File: src/rtl/ser_tx_pkg.sv
`timescale 1ns/1ps
package ser_tx_pkg;

  localparam int MAX_DATA_BITS = 9;
  localparam int BIT_CNT_W     = $clog2(MAX_DATA_BITS + 1);

  // Strobes issued by the control FSM to the datapath, at most one line action per cycle
  typedef struct packed {
    logic loadShift;   // hold -> shift, latch parity
    logic sendStart;   // drive start bit
    logic sendData;    // drive shift[0], shift right
    logic sendParity;  // drive parity bit
    logic sendStop;    // drive stop level
    logic goIdle;      // frame over, nothing held
  } txStrobes_t;

  typedef enum logic [2:0] {
    ST_IDLE, ST_WAIT, ST_START, ST_DATA, ST_PARITY, ST_STOP1, ST_STOP2
  } txState_t;

  // Word length encoding: 0 -> 7, 1 -> 8, 2 -> 9, 3 -> 8
  function automatic logic [BIT_CNT_W-1:0] bitsForLen(input logic [1:0] sel);
    case (sel)
      2'd0:    bitsForLen = BIT_CNT_W'(7);
      2'd2:    bitsForLen = BIT_CNT_W'(9);
      default: bitsForLen = BIT_CNT_W'(8);
    endcase
  endfunction

endpackage

File: src/rtl/ser_tx_baud.sv
`timescale 1ns/1ps
module ser_tx_baud #(
  parameter int DIV_W      = 16,
  parameter int NARROW_W   = 8,
  parameter int FAST_SHIFT = 4,
  parameter int SLOW_SHIFT = 6
) (
  input  logic             clk,
  input  logic             rstN,
  input  logic             run,
  input  logic             hiSpeed,
  input  logic             wideDiv,
  input  logic [DIV_W-1:0] divisor,
  output logic             baudTick
);

  localparam int CNT_W = DIV_W + SLOW_SHIFT;

  logic [DIV_W-1:0] divSel;
  logic [CNT_W-1:0] nPlusOne;
  logic [CNT_W-1:0] periodLast;
  logic [CNT_W-1:0] cnt;

  always_comb begin
    divSel = wideDiv ? divisor : {{(DIV_W-NARROW_W){1'b0}}, divisor[NARROW_W-1:0]};
    nPlusOne = CNT_W'(divSel) + CNT_W'(1);
    // modulo arithmetic makes the largest divisor wrap to all ones, which is still correct
    if (hiSpeed) periodLast = (nPlusOne << FAST_SHIFT) - CNT_W'(1);
    else         periodLast = (nPlusOne << SLOW_SHIFT) - CNT_W'(1);
    // >= so a shorter period picked while idle cannot leave the counter stranded
    baudTick = run && (cnt >= periodLast);
  end

  always_ff @(posedge clk) begin
    if (!rstN || !run) cnt <= '0;
    else if (baudTick) cnt <= '0;
    else               cnt <= cnt + CNT_W'(1);
  end

endmodule

File: src/rtl/ser_tx_ctrl.sv
`timescale 1ns/1ps
module ser_tx_ctrl
  import ser_tx_pkg::*;
(
  input  logic       clk,
  input  logic       rstN,
  input  logic       active,
  input  logic       baudTick,
  input  logic       holdFull,
  input  logic [1:0] lenSel,
  input  logic       parityEn,
  input  logic       twoStop,
  output txStrobes_t strobes,
  output logic       shiftIdle
);

  txState_t state, stateNext;
  logic [BIT_CNT_W-1:0] bitCnt, bitCntNext;

  always_comb begin
    strobes    = '0;
    stateNext  = state;
    bitCntNext = bitCnt;
    if (active) begin
      case (state)
        ST_IDLE: begin
          if (holdFull) begin
            strobes.loadShift = 1'b1;
            stateNext = ST_WAIT;
          end
        end
        ST_WAIT: begin
          if (baudTick) begin
            strobes.sendStart = 1'b1;
            stateNext = ST_START;
          end
        end
        ST_START: begin
          if (baudTick) begin
            strobes.sendData = 1'b1;
            bitCntNext = bitsForLen(lenSel) - BIT_CNT_W'(1);
            stateNext = ST_DATA;
          end
        end
        ST_DATA: begin
          if (baudTick) begin
            if (bitCnt != '0) begin
              strobes.sendData = 1'b1;
              bitCntNext = bitCnt - BIT_CNT_W'(1);
            end else if (parityEn) begin
              strobes.sendParity = 1'b1;
              stateNext = ST_PARITY;
            end else begin
              strobes.sendStop = 1'b1;
              stateNext = ST_STOP1;
            end
          end
        end
        ST_PARITY: begin
          if (baudTick) begin
            strobes.sendStop = 1'b1;
            stateNext = ST_STOP1;
          end
        end
        ST_STOP1, ST_STOP2: begin
          if (baudTick) begin
            if (state == ST_STOP1 && twoStop) begin
              strobes.sendStop = 1'b1;
              stateNext = ST_STOP2;
            end else if (holdFull) begin
              // chain the next word straight into a start bit
              strobes.loadShift = 1'b1;
              strobes.sendStart = 1'b1;
              stateNext = ST_START;
            end else begin
              strobes.goIdle = 1'b1;
              stateNext = ST_IDLE;
            end
          end
        end
        default: stateNext = ST_IDLE;
      endcase
    end
  end

  always_ff @(posedge clk) begin
    if (!rstN || !active) begin
      state  <= ST_IDLE;
      bitCnt <= '0;
    end else begin
      state  <= stateNext;
      bitCnt <= bitCntNext;
    end
  end

  assign shiftIdle = (state == ST_IDLE);

endmodule

File: src/rtl/ser_tx_dpath.sv
`timescale 1ns/1ps
module ser_tx_dpath
  import ser_tx_pkg::*;
(
  input  logic                     clk,
  input  logic                     rstN,
  input  logic                     active,
  input  logic                     wrEn,
  input  logic [MAX_DATA_BITS-1:0] wrData,
  input  logic [1:0]               lenSel,
  input  txStrobes_t               strobes,
  output logic                     holdFull,
  output logic                     txLine
);

  logic [MAX_DATA_BITS-1:0] holdReg;
  logic [MAX_DATA_BITS-1:0] shiftReg;
  logic [MAX_DATA_BITS-1:0] lenMask;
  logic [MAX_DATA_BITS-1:0] heldBits;
  logic                     parityBit;
  logic                     lineReg;

  always_comb begin
    lenMask  = ~({MAX_DATA_BITS{1'b1}} << bitsForLen(lenSel));
    heldBits = holdReg & lenMask;
  end

  always_ff @(posedge clk) begin
    if (!rstN) begin
      holdReg   <= '0;
      holdFull  <= 1'b0;
      shiftReg  <= '0;
      parityBit <= 1'b0;
      lineReg   <= 1'b1;
    end else if (!active) begin
      holdFull  <= 1'b0;
      lineReg   <= 1'b1;
    end else begin
      if (strobes.loadShift) begin
        shiftReg  <= heldBits;
        parityBit <= ^heldBits;
        holdFull  <= 1'b0;
      end else if (wrEn && !holdFull) begin
        holdReg  <= wrData;
        holdFull <= 1'b1;
      end

      if (strobes.sendStart) begin
        lineReg <= 1'b0;
      end else if (strobes.sendData) begin
        lineReg  <= shiftReg[0];
        shiftReg <= shiftReg >> 1;
      end else if (strobes.sendParity) begin
        lineReg <= parityBit;
      end else if (strobes.sendStop || strobes.goIdle) begin
        lineReg <= 1'b1;
      end
    end
  end

  assign txLine = lineReg;

endmodule

File: src/rtl/ser_tx_dbuf.sv
`timescale 1ns/1ps
module ser_tx_dbuf
  import ser_tx_pkg::*;
#(
  parameter int DIV_W      = 16,
  parameter int NARROW_W   = 8,
  parameter int FAST_SHIFT = 4,
  parameter int SLOW_SHIFT = 6
) (
  input  logic                     clk,
  input  logic                     rstN,
  input  logic                     blockEn,
  input  logic                     txEn,
  input  logic                     syncSel,
  input  logic                     hiSpeed,
  input  logic                     wideDiv,
  input  logic [DIV_W-1:0]         divisor,
  input  logic [1:0]               lenSel,
  input  logic                     parityEn,
  input  logic                     twoStop,
  input  logic                     wrEn,
  input  logic [MAX_DATA_BITS-1:0] wrData,
  output logic                     holdEmpty,
  output logic                     shiftEmpty,
  output logic                     txLine
);

  logic       active;
  logic       baudTick;
  logic       holdFull;
  logic       shiftIdle;
  txStrobes_t strobes;

  assign active = blockEn && txEn && !syncSel;

  ser_tx_baud #(
    .DIV_W(DIV_W), .NARROW_W(NARROW_W),
    .FAST_SHIFT(FAST_SHIFT), .SLOW_SHIFT(SLOW_SHIFT)
  ) u_baud (
    .clk(clk), .rstN(rstN), .run(active), .hiSpeed(hiSpeed),
    .wideDiv(wideDiv), .divisor(divisor), .baudTick(baudTick)
  );

  ser_tx_ctrl u_ctrl (
    .clk(clk), .rstN(rstN), .active(active), .baudTick(baudTick),
    .holdFull(holdFull), .lenSel(lenSel), .parityEn(parityEn),
    .twoStop(twoStop), .strobes(strobes), .shiftIdle(shiftIdle)
  );

  ser_tx_dpath u_dpath (
    .clk(clk), .rstN(rstN), .active(active), .wrEn(wrEn),
    .wrData(wrData), .lenSel(lenSel), .strobes(strobes),
    .holdFull(holdFull), .txLine(txLine)
  );

  assign holdEmpty  = active && !holdFull;
  assign shiftEmpty = shiftIdle;

endmodule

File: config.mk
export PLATFORM = sky130hd
export DESIGN_NAME = ser_tx_dbuf
export DESIGN_NICKNAME = d
export VERILOG_FILES = /design/src/rtl/ser_tx_pkg.sv /design/src/rtl/ser_tx_baud.sv /design/src/rtl/ser_tx_ctrl.sv /design/src/rtl/ser_tx_dpath.sv /design/src/rtl/ser_tx_dbuf.sv
export SDC_FILE = /design/constraint.sdc
export NUM_CORES = 1
export LEC_CHECK = 0
export BUFFER_PORTS_ARGS = -buffer_cell sky130_fd_sc_hd__clkbuf_2
export CORE_MARGIN = 1
export CORE_UTILIZATION = 66
export CTS_BUF_LIST = sky130_fd_sc_hd__clkbuf_4
export DETAILED_ROUTE_END_ITERATION = 10
export MAX_ROUTING_LAYER = met4
export PLACE_DENSITY = 0.88
export SLEW_MARGIN = 10
export SYNTH_ARGS = -nofsm -noshare
export SYNTH_HDL_FRONTEND = slang
export SYNTH_SLANG_ARGS = --single-unit
File: constraint.sdc
create_clock -name clk -period 11.26 [get_ports clk]
set_input_delay 0.563 -clock clk [delete_from_list [all_inputs] [get_ports clk]]
set_output_delay 0.563 -clock clk [all_outputs]
set_load 0.02 [all_outputs]
==> results of run 1 <==
-- cell families after synthesis --
| logic type | synth area share [%] |
|---|---|
| mux | 4.06 |
| flops | 26.4 |
| buf+inv | 3.03 |
| simple gates | 31.5 |
| xor+xnor | 9.92 |
| compound gates | 18.2 |
| fa+ha+maj | 6.92 |
-- registers in the layout, indices dropped and copies added, names as in the netlist --
signal	flops
u_dpath.parityBit	1
u_ctrl.bitCnt	4
u_ctrl.state	3
u_baud.cnt	22
u_dpath.holdFull	1
u_dpath.txLine	1
u_dpath.holdReg	9
u_dpath.shiftReg	9
-- synth_stat cells (all sizes together), types with 2 or more instances --
cell type,count
o21bai,2
a2111oi,2
xnor2,23
nor3,23
nor2,57
a31oi,2
dfxtp,50
clkbuf,13
a21o,3
and2,3
xor2,20
a311oi,4
a21oi,20
a211oi,3
nand3,29
nand2b,10
nor4,8
o21ai,32
a21boi,10
nand3b,2
ha,21
nor2b,14
and4,3
or4,3
mux2i,12
nand2,59
or2,8
mux2,3
a221o,2
a221oi,4
and3,8
inv,7
nand4,7
a211o,3
buf,7
-- power groups by stage --
stage / registers (mW) / logic (mW) / clock network, mW
after floorplan: 0.182 / 0.0395 / 0
after global placement: 0.183 / 0.0524 / 0
after detailed placement: 0.183 / 0.0545 / 0
after CTS: 0.179 / 0.0549 / 0.0888
after global routing: 0.179 / 0.0614 / 0.0959
final: 0.179 / 0.0550 / 0.0864
-- area by class of cell --
type                    instances  area [um2]  share of cell area (%)
multi-input cells             419        2680                    66.1
flip-flops and latches         50        1000                    24.7
repair buffers                 39         195                    4.82
well taps                      72        90.1                    2.22
clock buffers                   5        37.5                   0.926
inverters                       7        26.3                   0.648
clock inverters                 3        23.8                   0.587
-- worst max-delay path, stage by stage --
cell	delay [ns]
clkbuf_2	0.16
ha_1	0.28
and2_1	0.21
a21o_1	0.18
a221o_1	0.31
a211o_1	0.42
nor4b_4	0.40
mux2_2	0.38
a22oi_1	0.18
ha_1	0.29
and4_1	0.22
a221o_1	0.36
a211oi_2	0.58
a311o_1	0.42
nor2b_1	0.19
nor3_1	0.06
-- worst min-delay path by stage --
stage                         end  cells past startpoint           from
2_1_floorplan       u_baud.cnt[0]                      1  u_baud.cnt[0]
3_3_place_gp        u_baud.cnt[0]                      1  u_baud.cnt[0]
3_5_place_dp        u_baud.cnt[0]                      1  u_baud.cnt[0]
4_1_cts        u_dpath.holdReg[6]                      3      wrData[6]
5_1_grt        u_dpath.holdReg[6]                      3      wrData[6]
6_report       u_dpath.holdReg[6]                      3      wrData[6]
-- per-stage QoR --
| step | power [mW] | area [um2] |
|---|---|---|
| after floorplan | 0.222 | 3790 |
| after global placement | 0.235 | 3990 |
| after detailed placement | 0.237 | 3990 |
| after CTS | 0.322 | 4050 |
| after global routing | 0.336 | 4050 |
| final | 0.320 | 4050 |
-- routing by layer --
metal	global-route usage (%)	wire length [um]
met1	30.9	3510
met2	53.7	4120
met3	4.82	333
met4	8.11	86
met5	-	0
==> results, run 1 <==
- The run finished with clean final reports.
- After synthesis, the mean cell area works out to 7.65 um2.
- The gate count after technology mapping is 496.
- The element type at the critical path end is a register.
- The total placed cells including tap cells is 587.
- The analysis attributes to net switching a power of 0.0944 mW.
- The worst setup path is launched from an input port.
- The worst-case setup slack after placement is 5.98 ns.
- The number of clock buffers added by TritonCTS is 5.
- From left edge to right edge, the die measures 77.8 um.
- Internal power comes to 0.226 mW.
- For the pin with the worst max-slew slack, the measured transition is 1.18 ns.
- The routed via count is 3569.
- After detailed routing, the total wire length is 8050 um.
- The clock share of power is 27.0%.
- In the final design database the tool counted 580 nets.
- After synthesis, the cell types taking the most area are dfxtp_1 26%, ha_1 6.9%, nand2_1 5.8%.
- The worst pin sits at a relative slew slack of 21.5%.
- The final clock skew is 0.0231 ns.
- The number of different library cells in the post-synthesis netlist is 66.
- The clock latency at the later pin of the worst-skew pair is 0.38 ns.
- The ratio of total power to cell area is 79.0 nW/um2.
- The fraction of synthesis flops using an asynchronous set or reset pin is 0%.
- In this run the standard cell core region covers 5540 um2.
- The count of antenna diodes in the layout is 0.
- In the final routed layout, each cell accounts on average for 13.5 um.
- The number of instances resized during post-cts repair is 0.
- Once detail routing completed, the nets flagged for antenna violations numbered 0.
- The initial DRC count is 201.
- For this run, the leading register cell type out of synthesis is dfxtp_1.
- CTS placed an instance of clkbuf_4 at the clock tree root.
- The ratio of final minimum period to clock period is 43.9%.
- The number of input and output port buffers inserted is 39.
- At the end of the flow the core is filled with cells to 73.1%.
- The count of state elements after synthesis is 50.
- The peak clock frequency supported by timing is 202 MHz.
- The kind of critical path is in2reg.
- The worst path meets setup with 6.32 ns of slack.
- Buffers added to address setup during post-CTS repair amount to 0.
- The final count of pins violating max slew is 0.
- Entering global routing, the biggest net connects 23 pins.
- Detailed placement ended at an HPWL of 6260 um.
- The capture instance of the worst register-to-register path is u_baud.cnt[14].
- The type of the most critical hold path is in2reg.
- The initial utilization of the core area, before any placement, comes to 68.5%.
- For this design the top-level I/O count stands at 40.
- The netlist area before placement is 3790 um2.
- The overall die area is 6060 um2.
- Setup violations remaining at the end of the flow were counted as 0.
- In the layout the commonest cells are 59 x nand2_1, 57 x nor2_1, 50 x dfxtp_1.
- For this run, the number of standard cells in the final layout without fillers is 595.
- The biggest area consumer among synthesized cells is dfxtp_1.
- For this design, the CTS-stage hold fixing added 0 buffers.
- The initial antenna violation count is 0.
- Combinational cells account for 17.2% of the total power.
- The beginning of the worst register-to-register path is u_baud.cnt[11].
- In this run, synthesis inferred 0 flip-flops with an integrated enable.
- Of the post-synthesis cell area, the dominant cell type holds 26.4%.
- The share of synthesized area occupied by flip-flops and latches is 26.4%.
- The timing endpoint of the critical path is u_dpath.shiftReg[3].
- The critical path starts at divisor[0].
- In this run the static leakage power is 1.49 nW.
- The data arrival time of the worst path is 5.21 ns.
- The vertical die dimension is 77.8 um.
- The relative area change from synthesis to final layout is 6.79%.
- Setup repair after global routing left no endpoint under its margin.
- The library cell used most frequently in the layout, excluding fill and tap cells, is nand2_1.
- The largest fanout on the critical path is 10.
- Global routing used 28.7% of the available tracks.
- The first detailed-routing pass took 5 iterations.
- At the end of routability-driven placement, the weighted congestion stood at 0.871.
- Using the TritonRoute via totals, the vias-per-cell ratio works out to 6.00.
- The total number of clock tree sinks is 50.
- The proportion of power drawn by flip-flops and latches is 55.8%.
- The DRC violations left is 0.
- The clock-pin slew on the worst setup and hold paths is 0.16 ns.
- Counting I/O delays and the setup requirement, the final critical path takes 4.94 ns.
- The TritonCTS clock tree is done.
- After floorplanning, the core was divided into 27 placement rows.
- The register-to-register setup slack is 8.38 ns.
- The via count of the first global-routing pass is 3411.
- The data required time of the critical path is 11.53 ns.
- The post-route worst hold slack is 0.391 ns.
- The worst-case IR drop observed on VDD is 0.0000702 V.
- The fraction of final layout cells with drive strength greater than 1 is 13.4%.
- The tool flagged a number of max-cap violations equal to 0.
- The path depth of the worst reg2reg path is 7.
- Yosys printed 0 warnings.
- The H-tree generated during clock tree synthesis spans 2 levels.
- Net switching is 29.5% of the power.
- After filler insertion, the fill cell instance count of the layout stands at 439.
- The clock tree buffer depth is 2.
- The first global-routing pass estimated 14000 um of wire.
- The number of hold violations in the final report is 0.
- Counting every net in the synthesized netlist gives 554.
- The total overflow left after global routing is 0.
- The final setup TNS is 0 ns.
(Power assumes the default switching activity.)
==> run 2, diff against run 1 <==
CORE_UTILIZATION = 56   (was 66)
PLACE_DENSITY = 0.8   (was 0.88)
clock period = 4.5 ns   (was 11.26 ns; I/O delays follow)
==> results, run 2 (synthesized netlist as in run 1, its figures left out) <==
- The flow ran to the end, but the final reports show violations.
- The checks that failed: design-rule violations.
- The ratio of routed vias to standard cells was 5.90 (-1.7%).
- The type of the most critical hold path is in2reg.
- The total grt overflow is 0 (unchanged).
- The smallest clock period supported by the final layout is computed as 4.13 ns.
- The final setup TNS was 0 ns (unchanged).
- The final weighted congestion in routability-driven placement came to 0.935 (+7.4%).
- The count of filler cells inserted in the layout is 592 (+35%).
- The final clock skew was 0.00969 ns (-0.0134 ns).
- In the layout the commonest cells are 59 x nand2_1, 57 x nor2_1, 50 x dfxtp_1.
- The ratio of total power to cell area is 203 nW/um2 (+160%).
- The data arrival time of the worst path is 4.39 ns (-0.82 ns).
- The static power due to leakage is 1.54 nW (+3.6%).
- The first-pass GRT wire length is 14400 um (+2.7%).
- The final count of pins violating max slew is 0 (unchanged).
- The initial DRC count is 183 (-9.0%).
- The total number of clock tree sinks was 50 (unchanged).
- The overall die area is 7110 um2 (+17%).
- The number of rows created at floorplan was 29 (+7.4%).
- The routed via count came to 3585 (+0.45%).
- The count of boundary I/O pins came to 40 (unchanged).
- The register-to-register setup slack is 2.02 ns (-6.36 ns).
- The HPWL reported at the end of detailed placement is 6200 um (-0.86%).
- The slew of the pin with the lowest slew margin is 0.709 ns (-0.468 ns).
- The clock-pin slew on the worst setup and hold paths is 0.13 ns (-0.03 ns).
- The data required time of the critical path is 4.76 ns (-6.77 ns).
- The initial standard-cell utilization of the core came to 58.8% (-9.7 points).
- The die extent in x came to 84.3 um (+8.3%).
- The flip-flop count of the largest register after layout is 22 (unchanged).
- The clock latency at the later pin of the worst-skew pair is 0.35 ns (-0.03 ns).
- The largest registers in the layout are u_baud.cnt: 22 flops, u_dpath.holdReg: 9 flops, u_dpath.shiftReg: 9 flops.
- The met1 routing resource usage after global routing was 30.1% (-0.80 points).
- The count of antenna diodes in the layout was 0 (unchanged).
- The total setup buffers inserted after CTS is 0 (unchanged).
- The DRC violations left is 10 (+10).
- The global-route met2 utilization is 43.8% (-9.9 points).
- The library cell used most frequently in the layout, excluding fill and tap cells, is nand2_1.
- The peak per-stage delay on the critical path is 0.53 ns (-0.05 ns).
- The number of detailed-routing iterations run before antenna repair is 8 (+3).
- The critical path in this run is classified as in2reg.
- The routing usage on met3 is 2.26% (-2.6 points).
- The ratio of final minimum period to clock period is 91.9%.
- The global-route layer with the greatest usage is met2.
- The largest net degree at the start of global routing was 23 (unchanged).
- The peak clock frequency supported by timing is 242 MHz.
- The average detailed-routed wire length per instance is 13.3 um (-1.8%).
- The number of buffer and inverter instances along the worst setup path is 1 (unchanged).
- The number of instances resized during post-cts repair is 0 (unchanged).
- The clock tree buffer depth is 2 (unchanged).
- The core footprint is 6460 um2 (+17%).
- The number of hold-repair buffers added at the cts stage is 0 (unchanged).
- The utilization of the core after routing is 64.0% (-9.1 points).
- The remaining antenna violation count after routing is 0 (unchanged).
- The number of nets at the end of the flow is 588 (+1.4%).
- The headroom to the max-slew limit is 52.6% (+31 points).
- Walking the worst path, the cells encountered are clkbuf_2 > ha_1 > nand2_1 > o31ai_1 > a21oi_1 > or3b_4 > or4_4 > a311oi_2 > a311oi_2 > ha_1 > a21oi_1 > nand2_1 > a221o_1 > a211oi_2 > a311o_1 > nor2b_1 > nor3_1.
- The overall routing resource usage came to 24.9% (-3.8 points).
- The total detailed-routing wirelength came to 8070 um (+0.31%).
- The number of failing setup endpoints in the final timing report was 0 (unchanged).
- The standard cell with the maximum stage delay on the critical path is or4_4.
- The initial antenna violation count is 0 (unchanged).
- The number of input and output port buffers inserted is 39 (unchanged).
- The number of hold violations in the final report is 0 (unchanged).
- The kind of launch point of the worst setup path is an input port.
- The total chip power came to 0.839 mW (+160%).
- The peak ir drop on the vdd network is 0.000177 V (+150%).
- The maximum level of the CTS H-tree is 2 (unchanged).
- More flip-flops sit in one register than any other, and that register is u_baud.cnt.
- The largest fanout on the critical path is 10 (unchanged).
- The TritonCTS clock tree is done.
- STA classifies the critical path endpoint as a register.
- In this design, the largest share of critical-path delay is due to compound AO/OA/AOI/OAI gates.
- The clock buffer count from CTS is 5 (unchanged).
- The via count of the first global-routing pass came to 3362 (-1.4%).
- The cell sitting at the root of the clock tree is a clkbuf_4.
- The relative area change from synthesis to final layout is 8.97%.
- The vertical die dimension was 84.3 um (+8.3%).
- Setup repair after global routing left no endpoint under its margin.
- The fraction of final layout cells with drive strength greater than 1 is 14.7% (+1.3 points).
- The number of max-capacitance violations reported is 0 (unchanged).
==> run 2: path summary, 6_finish.rpt <==
path | from | to | depth (start not counted)
hold / removal | wrData[3] | u_dpath.holdReg[3] | 3
setup / recovery | divisor[0] | u_dpath.shiftReg[5] | 17
setup reg to reg | u_baud.cnt[0] | u_dpath.shiftReg[5] | 8
hold reg to reg | u_dpath.holdReg[1] | u_dpath.holdReg[1] | 2
==> run 2: layout make-up <==
cell class | count | area [um2] | share of cell area [%]
Multi-Input combinational cell | 419 | 2680 | 64.8
Sequential cell | 50 | 1000 | 24.2
Timing Repair Buffer | 47 | 255 | 6.17
Tap cell | 77 | 96.3 | 2.33
Clock inverter | 3 | 40.0 | 0.968
Clock buffer | 5 | 37.5 | 0.908
Inverter | 7 | 26.3 | 0.635
==> run 2: worst reg2reg max path: stages, from the launching register on <==
cell and delay (ns):
dfxtp_1 0.36, ha_1 0.23, and3_1 0.24, a211o_1 0.30, a211o_1 0.35, a211oi_2 0.33
a311o_1 0.34, nor2b_1 0.18, nor3_1 0.06
==> run 2: stage by stage <==
step	instance area [um2]	setup WS [ns]	hold slack, ns	instances
finish	4140	0.365	0.0943	608
global route	4140	0.103	0.0839	608
CTS	4140	0.411	0.0836	608
detailed placement	4060	0.0149	0.454	600
global placement	4060	0.161	0.443	600
floorplan	3790	0.276	0.381	496
==> run 2: power by group <==
| part | switching (mW) | leakage (nW) | total [mW] | internal, mW |
|---|---|---|---|---|
| Sequential | 0.00211 | 0.403 | 0.447 | 0.445 |
| Combinational | 0.0826 | 1.09 | 0.141 | 0.0589 |
| Clock | 0.136 | 0.0450 | 0.251 | 0.115 |
==> run 2: layer usage <==
| layer | share of wire [%] | up-vias |
|---|---|---|
| met4 | 1.4 | 0 |
| met2 | 48 | 90 |
| met3 | 3.8 | 9 |
| li1 | - | 1848 |
| met5 | 0 | - |
| met1 | 46 | 1638 |
